[src/rtl/can_filt_pkg.sv]
// Package: shared types and constants for the CAN identifier acceptance filter.
// Assumes the register map places acceptance bytes first, mask bytes next,
// then a single status register.
package can_filt_pkg;

    // Width of one identifier byte / register
    localparam int BYTE_W = 8;

    // Status register bit positions
    localparam int ST_FULL = 0;
    localparam int ST_OVR  = 1;

    // Address region classification
    typedef enum logic [1:0] {
        RG_ACC  = 2'd0,
        RG_MSK  = 2'd1,
        RG_STAT = 2'd2,
        RG_NONE = 2'd3
    } reg_region_e;

    // Classify an address against a map of nbytes acceptance + nbytes mask + status
    function automatic reg_region_e classify(input int unsigned addr, input int unsigned nbytes);
        if (addr < nbytes)             return RG_ACC;
        else if (addr < 2 * nbytes)    return RG_MSK;
        else if (addr == 2 * nbytes)   return RG_STAT;
        else                           return RG_NONE;
    endfunction

endpackage

[src/rtl/filt_cfg_regs.sv]
// Module: acceptance and mask register bank.
// Holds NBYTES acceptance bytes and NBYTES mask bytes. Byte k is stored at
// bit slice [BYTE_W*(NBYTES-1-k) +: BYTE_W] so the flat vectors line up with
// the frame identifier (byte 0 in the top bits). Writes land only while
// init_mode is high. Assumes a single write port, one byte per cycle.
module filt_cfg_regs
    import can_filt_pkg::*;
#(
    parameter int NBYTES = 4,
    parameter int AW     = 4
) (
    input  logic                     clk,
    input  logic                     rst_n,
    input  logic                     init_mode,
    input  logic                     wr_en,
    input  logic [AW-1:0]            addr,
    input  logic [BYTE_W-1:0]        wdata,
    output logic [NBYTES*BYTE_W-1:0] acc_flat,
    output logic [NBYTES*BYTE_W-1:0] msk_flat
);

    localparam int MSK_BASE = NBYTES;

    logic cfg_wr;
    assign cfg_wr = wr_en && init_mode;

    for (genvar k = 0; k < NBYTES; k++) begin : g_byte
        localparam int LSB = BYTE_W * (NBYTES - 1 - k);

        // Acceptance byte k: load on an init-mode write to its address
        always_ff @(posedge clk) begin
            if (!rst_n)
                acc_flat[LSB +: BYTE_W] <= '0;
            else if (cfg_wr && addr == AW'(k))
                acc_flat[LSB +: BYTE_W] <= wdata;
        end

        // Mask byte k: load on an init-mode write to its address
        always_ff @(posedge clk) begin
            if (!rst_n)
                msk_flat[LSB +: BYTE_W] <= '0;
            else if (cfg_wr && addr == AW'(MSK_BASE + k))
                msk_flat[LSB +: BYTE_W] <= wdata;
        end
    end

endmodule

[src/rtl/filt_match.sv]
// Module: combinational identifier comparator.
// Each byte passes when every bit either is masked (mask 1) or equals the
// acceptance bit. Bytes at index NSTD and above count only for extended
// frames. Assumes identifier and registers share the same byte layout.
module filt_match
    import can_filt_pkg::*;
#(
    parameter int NBYTES = 4,
    parameter int NSTD   = 2
) (
    input  logic [NBYTES*BYTE_W-1:0] id,
    input  logic                     ext,
    input  logic [NBYTES*BYTE_W-1:0] acc_flat,
    input  logic [NBYTES*BYTE_W-1:0] msk_flat,
    output logic                     hit
);

    logic [NBYTES-1:0] byte_ok;
    logic [NBYTES-1:0] byte_used;

    for (genvar k = 0; k < NBYTES; k++) begin : g_cmp
        localparam int LSB = BYTE_W * (NBYTES - 1 - k);
        logic [BYTE_W-1:0] bit_ok;

        // Per-bit pass: masked or equal
        always_comb begin
            bit_ok     = ~(id[LSB +: BYTE_W] ^ acc_flat[LSB +: BYTE_W]) | msk_flat[LSB +: BYTE_W];
            byte_ok[k] = &bit_ok;
        end

        if (k < NSTD) begin : g_std
            assign byte_used[k] = 1'b1;
        end else begin : g_ext
            assign byte_used[k] = ext;
        end
    end

    // Frame passes when every byte in use passes
    always_comb begin
        hit = &(byte_ok | ~byte_used);
    end

endmodule

[src/rtl/filt_rx_bufs.sv]
// Module: background/foreground receive buffers and status flags.
// Every frame taken outside init mode lands in the background buffer. A
// passing frame swaps the buffers when receive-full is clear; otherwise it
// is held in the background buffer and overrun is raised. Outcome pulses
// are registered and last one cycle. Assumes hit is valid with frm_valid.
module filt_rx_bufs
    import can_filt_pkg::*;
#(
    parameter int IDW = 32
) (
    input  logic           clk,
    input  logic           rst_n,
    input  logic           init_mode,
    input  logic           frm_valid,
    input  logic [IDW-1:0] frm_id,
    input  logic           frm_ext,
    input  logic           hit,
    input  logic [1:0]     clr,
    output logic [IDW-1:0] fg_id,
    output logic           fg_ext,
    output logic [IDW-1:0] bg_id,
    output logic           bg_ext,
    output logic           rx_full,
    output logic           overrun,
    output logic           accept_p,
    output logic           drop_p,
    output logic           swap_p
);

    logic take;
    logic pass;
    logic do_swap;
    logic do_ovr;

    // Decode this cycle's frame outcome
    always_comb begin
        take    = frm_valid && !init_mode;
        pass    = take && hit;
        do_swap = pass && !rx_full;
        do_ovr  = pass && rx_full;
    end

    // Buffer contents: swap on acceptance, else overwrite background
    always_ff @(posedge clk) begin
        if (!rst_n) begin
            fg_id  <= '0;
            fg_ext <= 1'b0;
            bg_id  <= '0;
            bg_ext <= 1'b0;
        end else if (do_swap) begin
            fg_id  <= frm_id;
            fg_ext <= frm_ext;
            bg_id  <= fg_id;
            bg_ext <= fg_ext;
        end else if (take) begin
            bg_id  <= frm_id;
            bg_ext <= frm_ext;
        end
    end

    // One-cycle outcome pulses
    always_ff @(posedge clk) begin
        if (!rst_n) begin
            accept_p <= 1'b0;
            drop_p   <= 1'b0;
            swap_p   <= 1'b0;
        end else begin
            accept_p <= pass;
            drop_p   <= take && !hit;
            swap_p   <= do_swap;
        end
    end

    // Sticky flags: set has priority over a write-one clear
    always_ff @(posedge clk) begin
        if (!rst_n) begin
            rx_full <= 1'b0;
            overrun <= 1'b0;
        end else begin
            if (do_swap)          rx_full <= 1'b1;
            else if (clr[ST_FULL]) rx_full <= 1'b0;
            if (do_ovr)           overrun <= 1'b1;
            else if (clr[ST_OVR]) overrun <= 1'b0;
        end
    end

endmodule

[src/rtl/can_id_filter.sv]
// Module: CAN identifier acceptance filter (top).
// Joins the register bank, the comparator and the buffer controller, and
// provides combinational readback of acceptance, mask and status registers.
// Assumes frames arrive as single-cycle strobes with the identifier valid.
module can_id_filter
    import can_filt_pkg::*;
#(
    parameter int NBYTES = 4,
    parameter int NSTD   = 2,
    parameter int AW     = 4
) (
    input  logic                     clk,
    input  logic                     rst_n,
    input  logic                     init_mode,
    input  logic                     reg_wr,
    input  logic [AW-1:0]            reg_addr,
    input  logic [BYTE_W-1:0]        reg_wdata,
    output logic [BYTE_W-1:0]        reg_rdata,
    input  logic                     frm_valid,
    input  logic [NBYTES*BYTE_W-1:0] frm_id,
    input  logic                     frm_ext,
    output logic                     frm_accept,
    output logic                     frm_drop,
    output logic                     buf_swap,
    output logic [NBYTES*BYTE_W-1:0] fg_id,
    output logic                     fg_ext,
    output logic [NBYTES*BYTE_W-1:0] bg_id,
    output logic                     bg_ext,
    output logic                     rx_full,
    output logic                     overrun
);

    localparam int IDW       = NBYTES * BYTE_W;
    localparam int STAT_ADDR = 2 * NBYTES;

    logic [IDW-1:0] acc_flat;
    logic [IDW-1:0] msk_flat;
    logic           hit;
    logic [1:0]     stat_clr;
    reg_region_e    rd_rgn;

    filt_cfg_regs #(.NBYTES(NBYTES), .AW(AW)) u_regs (
        .clk       (clk),
        .rst_n     (rst_n),
        .init_mode (init_mode),
        .wr_en     (reg_wr),
        .addr      (reg_addr),
        .wdata     (reg_wdata),
        .acc_flat  (acc_flat),
        .msk_flat  (msk_flat)
    );

    filt_match #(.NBYTES(NBYTES), .NSTD(NSTD)) u_match (
        .id       (frm_id),
        .ext      (frm_ext),
        .acc_flat (acc_flat),
        .msk_flat (msk_flat),
        .hit      (hit)
    );

    // Status write-one-to-clear strobes
    always_comb begin
        stat_clr = '0;
        if (reg_wr && reg_addr == AW'(STAT_ADDR))
            stat_clr = reg_wdata[1:0];
    end

    filt_rx_bufs #(.IDW(IDW)) u_bufs (
        .clk       (clk),
        .rst_n     (rst_n),
        .init_mode (init_mode),
        .frm_valid (frm_valid),
        .frm_id    (frm_id),
        .frm_ext   (frm_ext),
        .hit       (hit),
        .clr       (stat_clr),
        .fg_id     (fg_id),
        .fg_ext    (fg_ext),
        .bg_id     (bg_id),
        .bg_ext    (bg_ext),
        .rx_full   (rx_full),
        .overrun   (overrun),
        .accept_p  (frm_accept),
        .drop_p    (frm_drop),
        .swap_p    (buf_swap)
    );

    // Readback multiplexer over acceptance, mask and status registers
    always_comb begin
        int unsigned a;
        a         = int'(reg_addr);
        rd_rgn    = classify(a, NBYTES);
        reg_rdata = '0;
        case (rd_rgn)
            RG_ACC:  reg_rdata = acc_flat[BYTE_W*(NBYTES-1-a) +: BYTE_W];
            RG_MSK:  reg_rdata = msk_flat[BYTE_W*(2*NBYTES-1-a) +: BYTE_W];
            RG_STAT: begin
                reg_rdata[ST_FULL] = rx_full;
                reg_rdata[ST_OVR]  = overrun;
            end
            default: reg_rdata = '0;
        endcase
    end

endmodule

[config.mk]
export PLATFORM = sky130hd
export DESIGN_NAME = can_id_filter
export DESIGN_NICKNAME = d
export VERILOG_FILES = /design/src/rtl/can_filt_pkg.sv /design/src/rtl/filt_cfg_regs.sv /design/src/rtl/filt_match.sv /design/src/rtl/filt_rx_bufs.sv /design/src/rtl/can_id_filter.sv
export SDC_FILE = /design/constraint.sdc
export NUM_CORES = 1
export LEC_CHECK = 0
export BUFFER_PORTS_ARGS = -buffer_cell sky130_fd_sc_hd__clkbuf_2
export CORE_MARGIN = 1
export CORE_UTILIZATION = 51
export CTS_CLUSTER_DIAMETER = 120
export DETAILED_ROUTE_END_ITERATION = 7
export PLACE_DENSITY = 0.75
export SETUP_SLACK_MARGIN = 0.4
export SYNTH_ARGS = -nofsm -noshare
export SYNTH_HDL_FRONTEND = slang
export SYNTH_SLANG_ARGS = --single-unit
[constraint.sdc]
create_clock -name clk -period 3 [get_ports clk]
set_input_delay 0.3 -clock clk [delete_from_list [all_inputs] [get_ports clk]]
set_output_delay 0.3 -clock clk [all_outputs]
set_load 0.02 [all_outputs]
==> results.md <==
* Pwr Density at 545 nW/µm²
* Final WL at about 19000 µm
* Max frequency at 0.402 GHz
* Total Routing Usage GR at 29.5%
* Crit Path Max Fanout at 16
* Pin count of the biggest net entering global routing at 83
* Clock Skews at around 7.9 ps
* Dpl cell area at 7280 µm²
* Unrepaired setup endpoints after global routing: false
* Mean post-synth cell area at 9.40 µm²
* Pleak at 3.24 nW
* Max Root-Sink Buffers at 2
* Sw Ratio at 24.2%
* Pint at 3.27 mW
* Worst reg2reg path depth at 7
* Synth top area share at between 40% and 50%
* Post-synthesis sequential area ratio at 41.4%
* Setup-failing EPs final at 0
* Post-synth EDFFs at 0
* Sw Pwr at 1.04 mW
* Vias at 5787
* First-pass GRT wire length at 29600 µm
* Clock tree root buffer cell: clkbuf_16
* Total CTS buffers at 17
* Mapped Cells at 694
* Mapped Area at 6520 µm²
* Core ar. at about 12000 µm²
* Final ANT Viol Nets at 0
* P&R area growth vs syn at 21.3%
* Fraction of registers with async set/reset at 0%
* Setup tns final at 0 ps
* Starting Density at 53.2%
* Initial antenna violation count at 0
* Post-route cell area at 7910 µm²
* R2R Path End: u_bufs.fg_id[6]
* Comb power frac at 8.8%
* CP required at 3300 ps
* Top cells by area, synth: dfxtp_1 (41%), mux2i_1 (15%), nor2b_1 (6.2%)
* Final Max Tran Viols at 0
* Tcrit/Tclk final at between 80 and 90%
* Arr. time, crit path at 2790 ps
* Layout cells sized above 1 at 25.3%
* Hold depth at 3
* R2R Path Start: u_regs.acc_flat[28]
* Hpwl dp at approximately 14000 µm
* Largest area contributor in the netlist: dfxtp_1
* Worst rel slew slack at around 30%
* Critical Path End Type: flip-flop
* DR pass1 iterations at 5
* Least-Margin Pin Slew at 1040 ps
* Library cells used by synthesis at 31
* IO buf count at 128
* WL per Instance at 19.5 µm
* Syn_nets at about 750
* Width of the die at 115 µm
* Ports at 129
* Synthesis-stage register bit count at 135
* Warnings from Yosys at 0
* DIE AREA at about 13000 µm²
* Die Y at 115 µm
* Reg-to-reg slack, setup at slightly above 500 ps
* Startpoint Class: flip-flop
* Dpl ws at 324 ps
* Placer congestion estimate at 0.940
* Overall Power at around 4.3 mW
* Worst-skew pair later-pin latency at roughly 420 ps
* Floorplan row count at 40
* HP Class: in2reg
* Main synth FF type: dfxtp_1
* Outcome: finished clean
* Vias in the first global route at 5484
* Worst-path clk slew at 60 ps
* Hold Startpoint: frm_id[11]
* Max-Cap Viols at 0
* Layout net count at 853
* CTS tree: done
* Remaining DRCs at 0
* Antenna cells at 0
* Total clock sinks at 135
* Hold Fails Final Rpt at 0
* Post-route setup slack at around 500 ps
* Hold worst-path end: u_bufs.fg_id[11]
* VDD IR max at roughly 340 µV
* Clk pwr share at 48.2%
* Iteration-0 DRC Markers at 505
* Gr ovfl total at 0
* Vias per Instance at 5.91
* Sequential Power Share at a little over two fifths
* H-tree depth at 4
* Worst Path Class, Setup: reg2reg
* Crit path time final at 2490 ps
## worst max-delay path, stage by stage, from the launching register on
cell and delay, ps:
dfxtp_2 340, xnor2_1 180, o22ai_1 160, or4_4 560
or3_1 370, or3_4 420, clkbuf_16 210, mux2i_1 130
## power groups by stage
stage,sequential (mW),combinational (mW),clock (mW)
2_1_floorplan,1.92,0.201,0
3_3_place_gp,1.89,0.366,0
3_5_place_dp,1.89,0.375,0
4_1_cts,1.85,0.379,2.08
5_1_grt,1.85,0.411,2.17
6_report,1.85,0.381,2.08
## what timing repair did
action | 4_1_cts | 5_1_grt
cloned | 0 | 1
endpoints found under the setup margin | 33 | 33
gates resized for setup | 4 | 3
setup buffers | 0 | 0
hold buffers | 0 | 0
## cell families (layout without fill, tap and decap cells)
| group | Yosys count | count (layout) | synth area share [%] |
|---|---|---|---|
| xor+xnor | 32 | 32 | 4.30 |
| compound gates | 160 | 160 | 14.6 |
| flops | 135 | 135 | 41.4 |
| fa+ha+maj | 4 | 4 | 0.767 |
| buf+inv | 71 | 188 | 4.51 |
| mux | 113 | 113 | 20.4 |
| simple gates | 179 | 179 | 13.9 |
## worst max-delay path by stage
stage / startpoint / to / slack (ps) / cells past startpoint
finish: u_regs.acc_flat[28] / u_bufs.fg_id[6] / 510 / 7
detailed placement: frm_id[28] / u_bufs.fg_id[3] / 320 / 8
CTS: u_regs.acc_flat[28] / u_bufs.fg_id[28] / 410 / 7
global route: u_regs.acc_flat[28] / u_bufs.fg_id[6] / 460 / 7
floorplan: u_regs.acc_flat[25] / u_bufs.fg_ext / 590 / 9
global placement: frm_id[28] / u_bufs.fg_id[27] / 330 / 8
## cell usage in the layout, fill, tap and decap left out, drive strengths merged, types with 3 or more instances in the layout
master | synthesis | final
clkbuf | 52 | 147
bufinv | 0 | 3
or4 | 3 | 3
nor2 | 8 | 8
buf | 8 | 18
dfxtp | 135 | 135
nor2b | 65 | 65
nor4 | 3 | 3
mux4 | 16 | 16
nand2 | 74 | 74
nand2b | 3 | 3
xnor2 | 32 | 32
clkinv | 0 | 4
mux2i | 97 | 97
clkinvlp | 0 | 5
a21oi | 33 | 33
a41oi | 32 | 32
o21ai | 75 | 75
inv | 11 | 11
ha | 4 | 4
nand3 | 14 | 14
o22ai | 16 | 16
or3 | 4 | 4
## per-layer routing
layer	routed length, µm	GRT usage [%]	up-vias
met5	0	0	-
met3	1130	5.43	41
li1	-	-	2683
met1	8230	38.4	2814
met2	9080	47.7	249
met4	651	13.4	0
## final cells by class
class / instances / area [µm²]
timing repair buffer: 146 / 808
inverter: 11 / 41.3
clock inverter: 12 / 155
sequential: 135 / 2710
clock buffer: 19 / 433
multi-input combinational: 488 / 3560
fill: 981 / 4350
tap: 168 / 210
## Yosys cell counts (all sizes together), types with 2 or more instances
library cell / count
dfxtp: 135
mux2i: 97
o21ai: 75
nand2: 74
nor2b: 65
clkbuf: 52
a21oi: 33
a41oi: 32
xnor2: 32
mux4: 16
o22ai: 16
nand3: 14
inv: 11
buf: 8
nor2: 8
ha: 4
or3: 4
nand2b: 3
nor4: 3
or4: 3
o31ai: 2
or2: 2
## state kept, by name, summed over array words and instances (netlist names)
name / count
u_bufs.fg_id: 32
u_bufs.fg_ext: 1
u_regs.msk_flat: 32
u_regs.acc_flat: 32
u_bufs.bg_ext: 1
u_bufs.overrun: 1
u_bufs.rx_full: 1
u_bufs.drop_p: 1
u_bufs.bg_id: 32
u_bufs.swap_p: 1
u_bufs.accept_p: 1
## through the flow
step / hold slack, ps / utilization, % / cells
floorplan: 439 / - / 694
global placement: 466 / 59.4 / 947
detailed placement: 476 / 59.4 / 947
CTS: 155 / 64.2 / 978
global route: 162 / 64.5 / 979
finish: 160 / 64.5 / 979
No activity file was read; power rests on OpenSTA's default activity.
